<file path="config.mk">
export PLATFORM = sky130hd
export DESIGN_NAME = interval_toggle_timer
export DESIGN_NICKNAME = d
export VERILOG_FILES = /design/src/rtl/itmr_pkg.sv /design/src/rtl/itmr_prescaler.sv /design/src/rtl/itmr_ext_sync.sv /design/src/rtl/itmr_core.sv /design/src/rtl/interval_toggle_timer.sv
export SDC_FILE = /design/constraint.sdc
export NUM_CORES = 1
export LEC_CHECK = 0
export BUFFER_PORTS_ARGS = -buffer_cell sky130_fd_sc_hd__buf_2
export CAP_MARGIN = 5
export CELL_PAD_IN_SITES_DETAIL_PLACEMENT = 1
export CELL_PAD_IN_SITES_GLOBAL_PLACEMENT = 2
export CORE_UTILIZATION = 34
export CTS_CLUSTER_DIAMETER = 150
export DETAILED_ROUTE_END_ITERATION = 7
export PLACE_DENSITY_LB_ADDON = 0.15
export SLEW_MARGIN = 40
export SYNTH_ARGS = -nofsm -noshare
export SYNTH_HDL_FRONTEND = slang
export SYNTH_SLANG_ARGS = --single-unit
</file>
<file path="constraint.sdc">
create_clock -name clk -period 1.9 [get_ports clk]
set_input_delay 0.19 -clock clk [delete_from_list [all_inputs] [get_ports clk]]
set_output_delay 0.19 -clock clk [all_outputs]
set_load 0.1 [all_outputs]
</file>
<file path="src/rtl/itmr_pkg.sv">
package itmr_pkg;
  localparam int MODE_RUN_BIT   = 2;
  localparam int MODE_CLR_BIT   = 3;
  localparam int MODE_SEL_LSB   = 4;
  localparam int SEL_W          = 3;
  localparam int CTRL_OE_BIT    = 0;
  localparam int CTRL_IE_BIT    = 1;

  typedef enum logic [1:0] {
    REG_MODE = 2'd0,
    REG_REF  = 2'd1,
    REG_CTRL = 2'd2,
    REG_NONE = 2'd3
  } reg_addr_e;
endpackage

</file>
<file path="src/rtl/itmr_prescaler.sv">
module itmr_prescaler #(
  parameter int PRE_W = 10,
  parameter int NTAP  = 4,
  parameter logic [NTAP*4-1:0] TAP_POS = {4'd9, 4'd5, 4'd2, 4'd0}
) (
  input  logic            clk,
  input  logic            rst,
  input  logic            clr,
  output logic [NTAP-1:0] tick
);
  logic [PRE_W-1:0] div_q;

  always_ff @(posedge clk) begin
    if (rst || clr) div_q <= '0;
    else            div_q <= div_q + 1'b1;
  end

  // each tap fires on the cycle its low bits are all ones
  for (genvar i = 0; i < NTAP; i++) begin : g_tap
    localparam int TP = int'(TAP_POS[i*4 +: 4]);
    assign tick[i] = &div_q[TP:0];
  end
endmodule

</file>
<file path="src/rtl/itmr_ext_sync.sv">
module itmr_ext_sync (
  input  logic clk,
  input  logic rst,
  input  logic ext_in,
  output logic rise
);
  logic s1_q, s2_q, s3_q;

  always_ff @(posedge clk) begin
    if (rst) begin
      s1_q <= 1'b0;
      s2_q <= 1'b0;
      s3_q <= 1'b0;
    end else begin
      s1_q <= ext_in;
      s2_q <= s1_q;
      s3_q <= s2_q;
    end
  end

  assign rise = s2_q & ~s3_q;
endmodule

</file>
<file path="src/rtl/itmr_core.sv">
module itmr_core #(
  parameter int CNT_W = 8
) (
  input  logic             clk,
  input  logic             rst,
  input  logic             restart,
  input  logic             run,
  input  logic             tick,
  input  logic [CNT_W-1:0] ref_val,
  output logic [CNT_W-1:0] count,
  output logic             flag,
  output logic             latch
);
  logic hit;
  assign hit = (count == ref_val);

  always_ff @(posedge clk) begin
    if (rst || restart) begin
      count <= '0;
      flag  <= 1'b0;
      latch <= 1'b0;
    end else if (run && tick) begin
      if (hit) begin
        count <= '0;
        flag  <= 1'b1;
        latch <= ~latch;
      end else begin
        count <= count + 1'b1;
      end
    end
  end
endmodule

</file>
<file path="src/rtl/interval_toggle_timer.sv">
module interval_toggle_timer
  import itmr_pkg::*;
#(
  parameter int CNT_W = 8,
  parameter int PRE_W = 10,
  parameter int NTAP  = 4,
  parameter logic [NTAP*4-1:0] TAP_POS = {4'd9, 4'd5, 4'd2, 4'd0}
) (
  input  logic             clk,
  input  logic             rst,
  input  logic             ext_clk,
  input  logic             wr_en,
  input  logic [1:0]       wr_addr,
  input  logic [CNT_W-1:0] wr_data,
  output logic [CNT_W-1:0] count_out,
  output logic             irq_flag,
  output logic             irq,
  output logic             tmr_out
);
  localparam int IDX_W = $clog2(NTAP);

  logic             run_q;
  logic [SEL_W-1:0] sel_q;
  logic [CNT_W-1:0] ref_q;
  logic             oe_q;
  logic             ie_q;
  logic             restart;
  logic [NTAP-1:0]  int_tick;
  logic             ext_rise;
  logic             cnt_tick;
  logic             flag;
  logic             latch;
  logic             tmr_q;
  logic             irq_q;

  assign restart = wr_en && (wr_addr == REG_MODE) && wr_data[MODE_CLR_BIT];

  always_ff @(posedge clk) begin
    if (rst) begin
      run_q <= 1'b0;
      sel_q <= '0;
      ref_q <= '1;
      oe_q  <= 1'b0;
      ie_q  <= 1'b0;
    end else if (wr_en) begin
      case (wr_addr)
        REG_MODE: begin
          run_q <= wr_data[MODE_RUN_BIT];
          sel_q <= wr_data[MODE_SEL_LSB +: SEL_W];
        end
        REG_REF:  ref_q <= wr_data;
        REG_CTRL: begin
          oe_q <= wr_data[CTRL_OE_BIT];
          ie_q <= wr_data[CTRL_IE_BIT];
        end
        default: ;
      endcase
    end
  end

  itmr_prescaler #(.PRE_W(PRE_W), .NTAP(NTAP), .TAP_POS(TAP_POS)) u_pre (
    .clk (clk),
    .rst (rst),
    .clr (restart),
    .tick(int_tick)
  );

  itmr_ext_sync u_sync (
    .clk   (clk),
    .rst   (rst),
    .ext_in(ext_clk),
    .rise  (ext_rise)
  );

  always_comb begin
    if (sel_q[SEL_W-1])       cnt_tick = int_tick[sel_q[IDX_W-1:0]];
    else if (sel_q == '0)     cnt_tick = ext_rise;
    else                      cnt_tick = 1'b0;
  end

  itmr_core #(.CNT_W(CNT_W)) u_core (
    .clk    (clk),
    .rst    (rst),
    .restart(restart),
    .run    (run_q),
    .tick   (cnt_tick),
    .ref_val(ref_q),
    .count  (count_out),
    .flag   (flag),
    .latch  (latch)
  );

  always_ff @(posedge clk) begin
    if (rst) begin
      tmr_q <= 1'b0;
      irq_q <= 1'b0;
    end else begin
      tmr_q <= latch & oe_q;
      irq_q <= flag & ie_q;
    end
  end

  assign irq_flag = flag;
  assign irq      = irq_q;
  assign tmr_out  = tmr_q;
endmodule

</file>
Word-level counts from Yosys, hierarchy flattened. Index checks and enable logic that the tools add are counted.

Register bits after elaboration: 39. Input port bits: 14. Output and inout port bits: 11. Word-level logic and storage cells: 43.

Add/subtract/negate cells: 2. Magnitude comparators: 1. Equal/unequal tests: 3. Mux-type cells: 5. Bitwise logic cells: 5. Reductions and logical operators: 13.

Operators by type and width (number): adder 10 x 1 -> 10 bit (second input constant) (1); AND reduction 10 bit (1); adder 8 x 1 -> 8 bit (second input constant) (1); == test 8 bit (1); 2-to-1 mux 8 bit (1); AND reduction 2 bit (4); AND reduction 6 bit (1); bitwise AND 1 bit (3); logical AND 1 bit (3); zero test 3 bit (1); < comparator 2 x 3 -> 1 bit (second input constant) (1); 2-to-1 mux 1 bit (3); AND reduction 3 bit (1); binary-select mux 1 bit (select 2 bit) (1); == test 2 x 1 -> 1 bit (second input constant) (1); == test 2 bit (second input constant) (1); zero test 2 bit (1); NOT 1 bit (2); logical OR 1 bit (1).

Longest topological paths before layout. Gate-level depths: netlist of the first run.

Depth after elaboration: 6. Depth in mapped cells: 8. Depth with buffers taken out: 7.

Cells and area by module. Synthesis of the first run repeated with hierarchy kept, for this count alone.

Cells, all modules: 183. Area total of the unflattened synthesis: 1722.9 um2.

By module, submodules not included: interval_toggle_timer (times used 1, cells each 68, area an instance 639.4 um2, seq. area each 320.3 um2); itmr_core (times used 1, cells each 59, area an instance 545.5 um2, seq. area each 200.2 um2); itmr_prescaler (times used 1, cells each 49, area an instance 450.4 um2, seq. area each 200.2 um2); itmr_ext_sync (times used 1, cells each 7, area an instance 87.6 um2, seq. area each 60.1 um2).

Least setup slack after synthesis of the first run. OpenSTA, ideal clock, no wires.

Path kind: reg-to-reg. Start: register u_core.count[1]. End: register u_core.latch. Library setup time: 70 ps. Data arrival time: 2136 ps. Slack: -306 ps. Stages on the path, launching flop included: 6. Path buffers: 0. Cell sequence: dfxtp_1 xor2_1 nor4_2 nand2_1 or3_1 a21oi_1.

Word-level cells in the longest chain between the ends: 2.

Ends and longest elaborated chain: start: declaration (RTL line itmr_core.sv:10) `output logic [CNT_W-1:0] count,`; start signal: assignment (RTL line itmr_core.sv:28) `count <= count + 1'b1;`; == test 8 bit (RTL line itmr_core.sv:15) `assign hit = (count == ref_val);`; AND reduction 2 bit (no source line); end signal: assignment (RTL line itmr_core.sv:26) `latch <= ~latch;`; end: declaration (RTL line itmr_core.sv:12) `output logic latch`.

No other way between the ends. A chain may end at the register's enable or synchronous reset.

Worst setup path in the final report of the first run.
Start: register u_pre.div_q[0]. End: register u_core.count[7].

Word-level cells in the longest chain between the ends: 5. Elaborated cells between the ends (all ways): 7. Those cells by class: mux: 3; reduce/logical: 4.

Ends and longest elaborated chain: start: declaration (RTL line itmr_prescaler.sv:11) `logic [PRE_W-1:0] div_q;`; start signal: assignment (RTL line itmr_prescaler.sv:15) `else div_q <= div_q + 1'b1;`; AND reduction 10 bit (tied with other cells) (RTL line itmr_prescaler.sv:21) `assign tick[i] = &div_q[TP:0];`; binary-select mux 1 bit (select 2 bit) * (RTL line interval_toggle_timer.sv:76) `if (sel_q[SEL_W-1]) cnt_tick = int_tick[sel_q[IDX_W-1:0]];`; 2-to-1 mux 1 bit (implied by the code) * (RTL line interval_toggle_timer.sv:76); 2-to-1 mux 1 bit * (RTL line interval_toggle_timer.sv:76); logical AND 1 bit * (RTL line itmr_core.sv:22) `end else if (run && tick) begin`.

Mark *: on every way between the ends. The rest lies on a longest branch, timed or not. The select of a mux whose other input is x is not followed.

==> out/results.tsv, run 1 <==
stage	metric	value	unit
setup_path	worstRegToRegCells	8	
yosys	synth-main-ff-cell	dfxtp_1	
yosys	synth_edf_count	0	
setup_path	critPathLaunch	u_pre.div_q[0]	
sta	fin_crit_sh	90.2	%
placed_design	dp_slack	0.0433	ns
sta	setup_slack	0.187	ns
setup_path	cpMaxStageDelayCell	dfxtp_1	
drt	route.detailed.drc	0	
sta	setup_viol	0	
yosys	synth_cell_type_count	35	
yosys	yosys_warnings	0	
clock_network	cts.path.max_buffers	2	
pwr	peakVddDrop	0.443	mV
floorplanning	core	4750	um2
yosys	async_flop_share	0	%
floorplanning	dieArea	5290	um2
setup_path	crit_top_cell	o21ai_2	
drt	avgViaCountPerCell	4.93	
yosys	synth_nets	204	
sta	maxSlewHeadroom	67.5	%
setup_path	path_class	flop to flop	
floorplanning	die_w	72.7	um
setup_path	cp-start-kind	flop	
drt	drtIter0Drc	80	
layout	area.growth.synth_to_final	21.8	%
pwr	finalPower	0.00179	W
setup_path	required	2.12	ns
setup_path	setup.worst_path.end	u_core.count[7]	
floorplanning	rows	25	
setup_path	end_kind	flop	
placed_design	dpl.cell_count	278	
setup_path	rr_startpoint	u_pre.div_q[0]	
layout	stdcell_count	286	
clock_network	path_clk_slew	0.08	ns
yosys	netlist_instances	187	
sta	fin_skew	0.00897	ns
setup_path	r2r_end	u_core.count[7]	
yosys	synth-seq-area-share	45.9	%
pwr	p_leak	0.816	nW
clock_network	cts-root-buf	clkbuf_8	
drt	firstDrtPassIters	4	
clock_network	cts_buffers	5	
drt	wl_per_cell	14.9	um
outcome	status	finished clean	
clock_network	h-tree-depth	2	
layout	fin_nets	235	
setup_path	cp_num_cells	8	
placed_design	gp_congestion	0.772	
global_route	grt_max_degree	22	
setup_path	cp_top_family	compound AO/OA/AOI/OAI gates	
floorplanning	die_y	72.7	um
setup_path	crit_path_max_fanout	7	
setup_path	cp_data_arrival_time	1.93	ns
clock_network	clk_latency	0.30	ns
drt	wirelength	4250	um
setup_path	slowest_delay	0.35	ns
setup_path	cp_num_buf_inv	1	
sta	tightestPinTransition	0.492	ns
sta	period_needed	1.71	ns
sta	finalHoldViolCount	0	
pwr	p_per_area	863	nW/um2
layout	final_core_util	43.6	%
sta	rsz0062_at_grt	no	
yosys	synth-seq-cells	39	
placed_design	portBuffers	24	
clock_network	cts.sink_count	39	
global_route	grt_pass1_vias	1509	
floorplanning	start_util	35.8	%
flow_run	cap_viol_max_count	0	
yosys	syn_avg_cell_area	9.10	um2
clock_network	cts_tree	built	
global_route	track_usage	18.6	%
sta	fin_setup_tns	0	ns
global_route	grt_first_pass_wirelength	7360	um
setup_path	cp_cell_sequence	ha_2 > ha_1 > mux2i_1 > o21ai_2 > o21ai_2 > buf_4 > a21oi_1 > o22ai_1	
sta	final_max_slew_viol_count	0	
floorplanning	ios	25	
layout	diodes	0	
hold_path	holdCritPathClass	input pin to flop	
setup_path	rrSetupSlack	0.19	ns
drt	postRouteAntennaNets	0	
clock_network	hold_buffers	0	
drt	vias	1411	
global_route	antenna_found_initial	0	
sta	clock.fmax	584	MHz
layout	num-fill-cells	591	
layout	drive_gt1_share	25.1	%
placed_design	hpwl	3220	um
yosys	syn_area	1700	um2
global_route	grt_overflow_total	0	
[what timing repair did]
action                     CTS  global route
setup endpoints to repair    0             9
resized for setup            0             4
setup buffers                0             0
[layout make-up]
class | instances | area, um2 | share of cell area, %
multi-input combinational | 143 | 903 | 43.6
sequential | 39 | 791 | 38.2
timing repair buffer | 29 | 158 | 7.61
tap | 67 | 83.8 | 4.05
clock buffer | 5 | 68.8 | 3.32
clock inverter | 3 | 67.6 | 3.26
[layout by cell type (no fill, tap or decap), drive strengths merged, types with 5 or more instances in the layout]
cell	netlist	layout
nand3	11	11
dfxtp	39	39
buf	2	29
nor2	20	20
a21oi	10	10
xor2	13	13
nand2	29	29
clkbuf	3	5
or3	6	6
nand3b	10	10
mux2i	7	7
[sequential cells by signal, indices dropped and copies added (netlist names), 3 cells and up]
register,flops
u_core.count,8
ref_q,8
sel_q,3
u_pre.div_q,10
[cells by family after synthesis]
family	count (synthesis)	share of synthesized area (%)
AO/OA/AOI/OAI	24	8.97
XOR/XNOR	15	7.72
multiplexers	7	4.12
AND/OR/NAND/NOR	94	29.5
adder cells (fa/ha/maj)	3	2.21
buffers and inverters	5	1.62
flip-flops	39	45.9
[worst min path at each step]
stage	startpoint	endpoint	slack, ns	cells after the start
2_1_floorplan	wr_data[0]	ref_q[0]	0.31	2
3_3_place_gp	ext_clk	u_sync.s1_q	0.41	2
3_5_place_dp	wr_data[7]	ref_q[7]	0.42	3
4_1_cts	ext_clk	u_sync.s1_q	0.10	2
5_1_grt	ext_clk	u_sync.s1_q	0.12	2
6_report	ext_clk	u_sync.s1_q	0.11	2
[through the flow]
step	cell area (um2)	hold WS (ns)
floorplan	1710	0.314
global placement	1930	0.407
detailed placement	1930	0.420
CTS	2060	0.102
global route	2070	0.115
finish	2070	0.110
[synthesized netlist by cell type (3+ instances only)]
cell	number	area share (%)
dfxtp_1	39	46
ha_1	3	2.2
a21oi_1	9	2.6
nand2_1	29	6.4
xor2_1	13	6.7
mux2i_1	7	4.1
o22ai_1	4	1.5
nor2_1	20	4.4
nand3_1	10	2.9
and2_1	4	1.5
nor2b_1	3	1.1
or3_1	6	2.2
nand3b_1	10	4.4
clkbuf_1	3	0.66
[routing by layer]
metal	GRT usage [%]	routed length, um
met5	0	0
met4	7.84	84
met2	30.1	2010
met1	23.5	1990
met3	4.83	160
[where the power goes]
| group | leakage, nW | internal, W | switching [W] |
|---|---|---|---|
| sequential | 0.321 | 0.000838 | 0.0000176 |
| combinational | 0.430 | 0.0000435 | 0.0000568 |
| clock | 0.0644 | 0.000524 | 0.000309 |
| total | 0.816 | 0.00141 | 0.000384 |
Note: power is estimated with default switching activity, not from simulation.
==> run 2, diff against run 1 <==
Settings changed: PLACE_DENSITY set to 0.74, PLACE_DENSITY_LB_ADDON 0.15 to unset, SYNTH_HIERARCHICAL set to 1.
==> run 2 against run 1 <==
Maximum frequency is 8.1% lower. Cell count is 0.35% higher. Cell area is 6.0% higher. Critical path type unchanged.
==> out/results.tsv, run 2 <==
stage	metric	value	unit
flow_run	cap_viol_max_count	0	
layout	fin_nets	237	
sta	fin_skew	0.00633	ns
drt	vias	1408	
floorplanning	dieArea	5360	um2
layout	drive_gt1_share	33.6	%
setup_path	rr_startpoint	u_pre/div_q[1]	
yosys	yosys_warnings	6	
placed_design	dp_slack	-0.0880	ns
yosys	synth_edf_count	0	
layout	reg_top3	u_pre/div_q: 10 flops, ref_q: 8 flops, u_core/count: 8 flops	
outcome	status	finished clean	
yosys	yosysTopAreaCellShare	45.3	%
yosys	synth.top_cells.by_count	39 x dfxtp_1, 29 x nand2_1, 23 x nor2_1, 13 x xnor2_1, 10 x nand3b_1	
drt	route.detailed.drc	0	
placed_design	portBuffers	24	
layout	final_common_cell	dfxtp_1	
floorplanning	die_w	73.2	um
clock_network	cts_buffers	5	
global_route	grt_overflow_total	0	
placed_design	gp_congestion	0.680	
yosys	synth_cell_type_count	38	
drt	wirelength	3930	um
yosys	syn_avg_cell_area	9.41	um2
sta	finalHoldViolCount	0	
yosys	synth-seq-cells	39	
floorplanning	start_util	36.0	%
drt	drtIter0Drc	46	
clock_network	clk_latency	0.29	ns
yosys	netlist_instances	183	
clock_network	cts.path.max_buffers	2	
sta	setup_viol	0	
layout	area.growth.synth_to_final	27.5	%
placed_design	dpl.cell_count	279	
setup_path	end_kind	flop	
global_route	grt_max_degree	24	
floorplanning	core	4790	um2
drt	firstDrtPassIters	4	
pwr	p_per_area	703	nW/um2
setup_path	cp-start-kind	flop	
setup_path	cp_data_arrival_time	2.05	ns
yosys	async_flop_share	0	%
layout	diodes	0	
layout	regMostFlops	u_pre/div_q	
yosys	syn_area	1720	um2
pwr	peakVddDrop	0.360	mV
yosys	yosysTopAreaCell	dfxtp_1	
sta	maxSlewHeadroom	67.4	%
sta	tightestPinTransition	0.492	ns
setup_path	crit_path_max_fanout	3	
yosys	synth_nets	200	
yosys	ys_top_cells_by_area	dfxtp_1 45%, xnor2_1 6.6%, nand2_1 6.3%	
setup_path	path_class	flop to flop	
hold_path	min_to	u_sync/s1_q	
sta	setup_slack	0.0362	ns
sta	rsz0062_at_grt	yes	
placed_design	placed_cell_area	2030	um2
sta	final_max_slew_viol_count	0	
placed_design	hpwl	3080	um
layout	largest_register_ffs	10	
sta	fin_setup_tns	0	ns
sta	period_needed	1.86	ns
hold_path	worstHoldPathCells	2	
clock_network	cts_tree	built	
floorplanning	rows	25	
setup_path	rrSetupSlack	0.04	ns
global_route	grt_pass1_vias	1457	
sta	clock.fmax	537	MHz
clock_network	cts-root-buf	clkbuf_8	
hold_path	holdCritPathClass	input pin to flop	
setup_path	worstRegToRegCells	10	
layout	stdcell_count	287	
setup_path	required	2.09	ns
global_route	track_usage	16.9	%
drt	wl_per_cell	13.7	um
drt	postRouteAntennaNets	0	
floorplanning	die_y	73.2	um
pwr	p_leak	0.891	nW
global_route	antenna_found_initial	0	
clock_network	h-tree-depth	2	
floorplanning	ios	25	
clock_network	hold_buffers	0	
setup_path	r2r_end	u_core/count[0]	
drt	avgViaCountPerCell	4.91	
hold_path	worstHoldStart	ext_clk	
sta	fin_crit_sh	98.1	%
layout	final_area	2200	um2
clock_network	cts.sink_count	39	
yosys	synth-main-ff-cell	dfxtp_1	
global_route	grt_first_pass_wirelength	6620	um
layout	final_cell_mix	29 x dfxtp_1, 28 x nand2_1, 24 x buf_2	
clock_network	path_clk_slew	0.08	ns
pwr	finalPower	0.00154	W
yosys	yosysMostFrequentCell	dfxtp_1	
yosys	synth-seq-area-share	45.3	%
==> run 2: cell count changes after synthesis, moves of 3 or more <==
cell,before,now
a21oi_1,9,6
nor2_1,20,23
o22ai_1,4,0
o31ai_1,0,3
or3_1,6,2
or4_1,0,3
xnor2_1,2,13
xor2_1,13,4
==> run 2: cell families after synthesis <==
logic type	after synthesis	share of synthesized area, %
simple gates	95	30.7
flops	39	45.3
xor+xnor	17	8.64
compound gates	14	5.81
mux	9	5.30
buf+inv	6	2.03
fa+ha+maj	3	2.18
==> run 2: routing by layer <==
layer / track usage [%] / wire, um / part of all wire (%) / vias up
met5: 0 / 0 / 0 / -
met3: 5.11 / 161 / 4.1 / 8
met4: 7.63 / 78 / 2.0 / 0
li1: - / - / - / 692
met1: 20.2 / 1820 / 46 / 684
met2: 28.0 / 1880 / 48 / 24
==> run 2: worst max-delay path: stages (launching register included) <==
cell      delay [ns]
dfxtp_2         0.34
ha_4            0.17
buf_4           0.13
ha_1            0.17
mux2_4          0.28
nand3_4         0.09
o311ai_4        0.13
buf_6           0.16
nand2_1         0.08
xor2_1          0.17
nor2_1          0.05
==> run 2: how the worst max path moves through the flow <==
| stage | from | endpoint | slack, ns | cells past startpoint |
|---|---|---|---|---|
| after CTS | u_pre/div_q[0] | u_core/count[7] | -0.006 | 10 |
| after floorplan | u_core/count[1] | u_core/count[7] | -0.005 | 4 |
| after global routing | u_pre/div_q[1] | u_core/count[3] | -0.04 | 10 |
| after detailed placement | u_pre/div_q[1] | u_core/count[4] | -0.09 | 10 |
| final | u_pre/div_q[1] | u_core/count[0] | 0.04 | 10 |
| after global placement | u_pre/div_q[1] | u_core/latch | -0.06 | 9 |
==> run 2: cell type report <==
class | instances | area [um2]
clock buffers | 6 | 82.6
fillers | 549 | 2590
well taps | 67 | 83.8
inverters | 2 | 7.51
repair buffers | 34 | 203
multi-input cells | 138 | 1020
clock inverters | 1 | 5.00
flip-flops and latches | 39 | 793
==> run 2: metrics by stage <==
step | utilization [%] | hold slack [ns]
floorplan | - | 0.262
global placement | 42.4 | 0.405
detailed placement | 42.4 | 0.418
CTS | 44.8 | 0.109
global route | 45.9 | 0.115
finish | 45.9 | 0.116
==> run 2: power by group <==
| group | total, W | switching, W | internal [W] | leakage (nW) |
|---|---|---|---|---|
| clock | 0.000568 | 0.000283 | 0.000285 | 0.0470 |
| sequential | 0.000858 | 0.0000186 | 0.000839 | 0.322 |
| combinational | 0.000117 | 0.0000595 | 0.0000579 | 0.523 |
==> run 2: timing repair <==
action | 4_1_cts | 5_1_grt
gates resized for setup | 4 | 11
pin swaps | 7 | 5
setup buffers | 1 | 0
endpoints found under the setup margin | 9 | 9
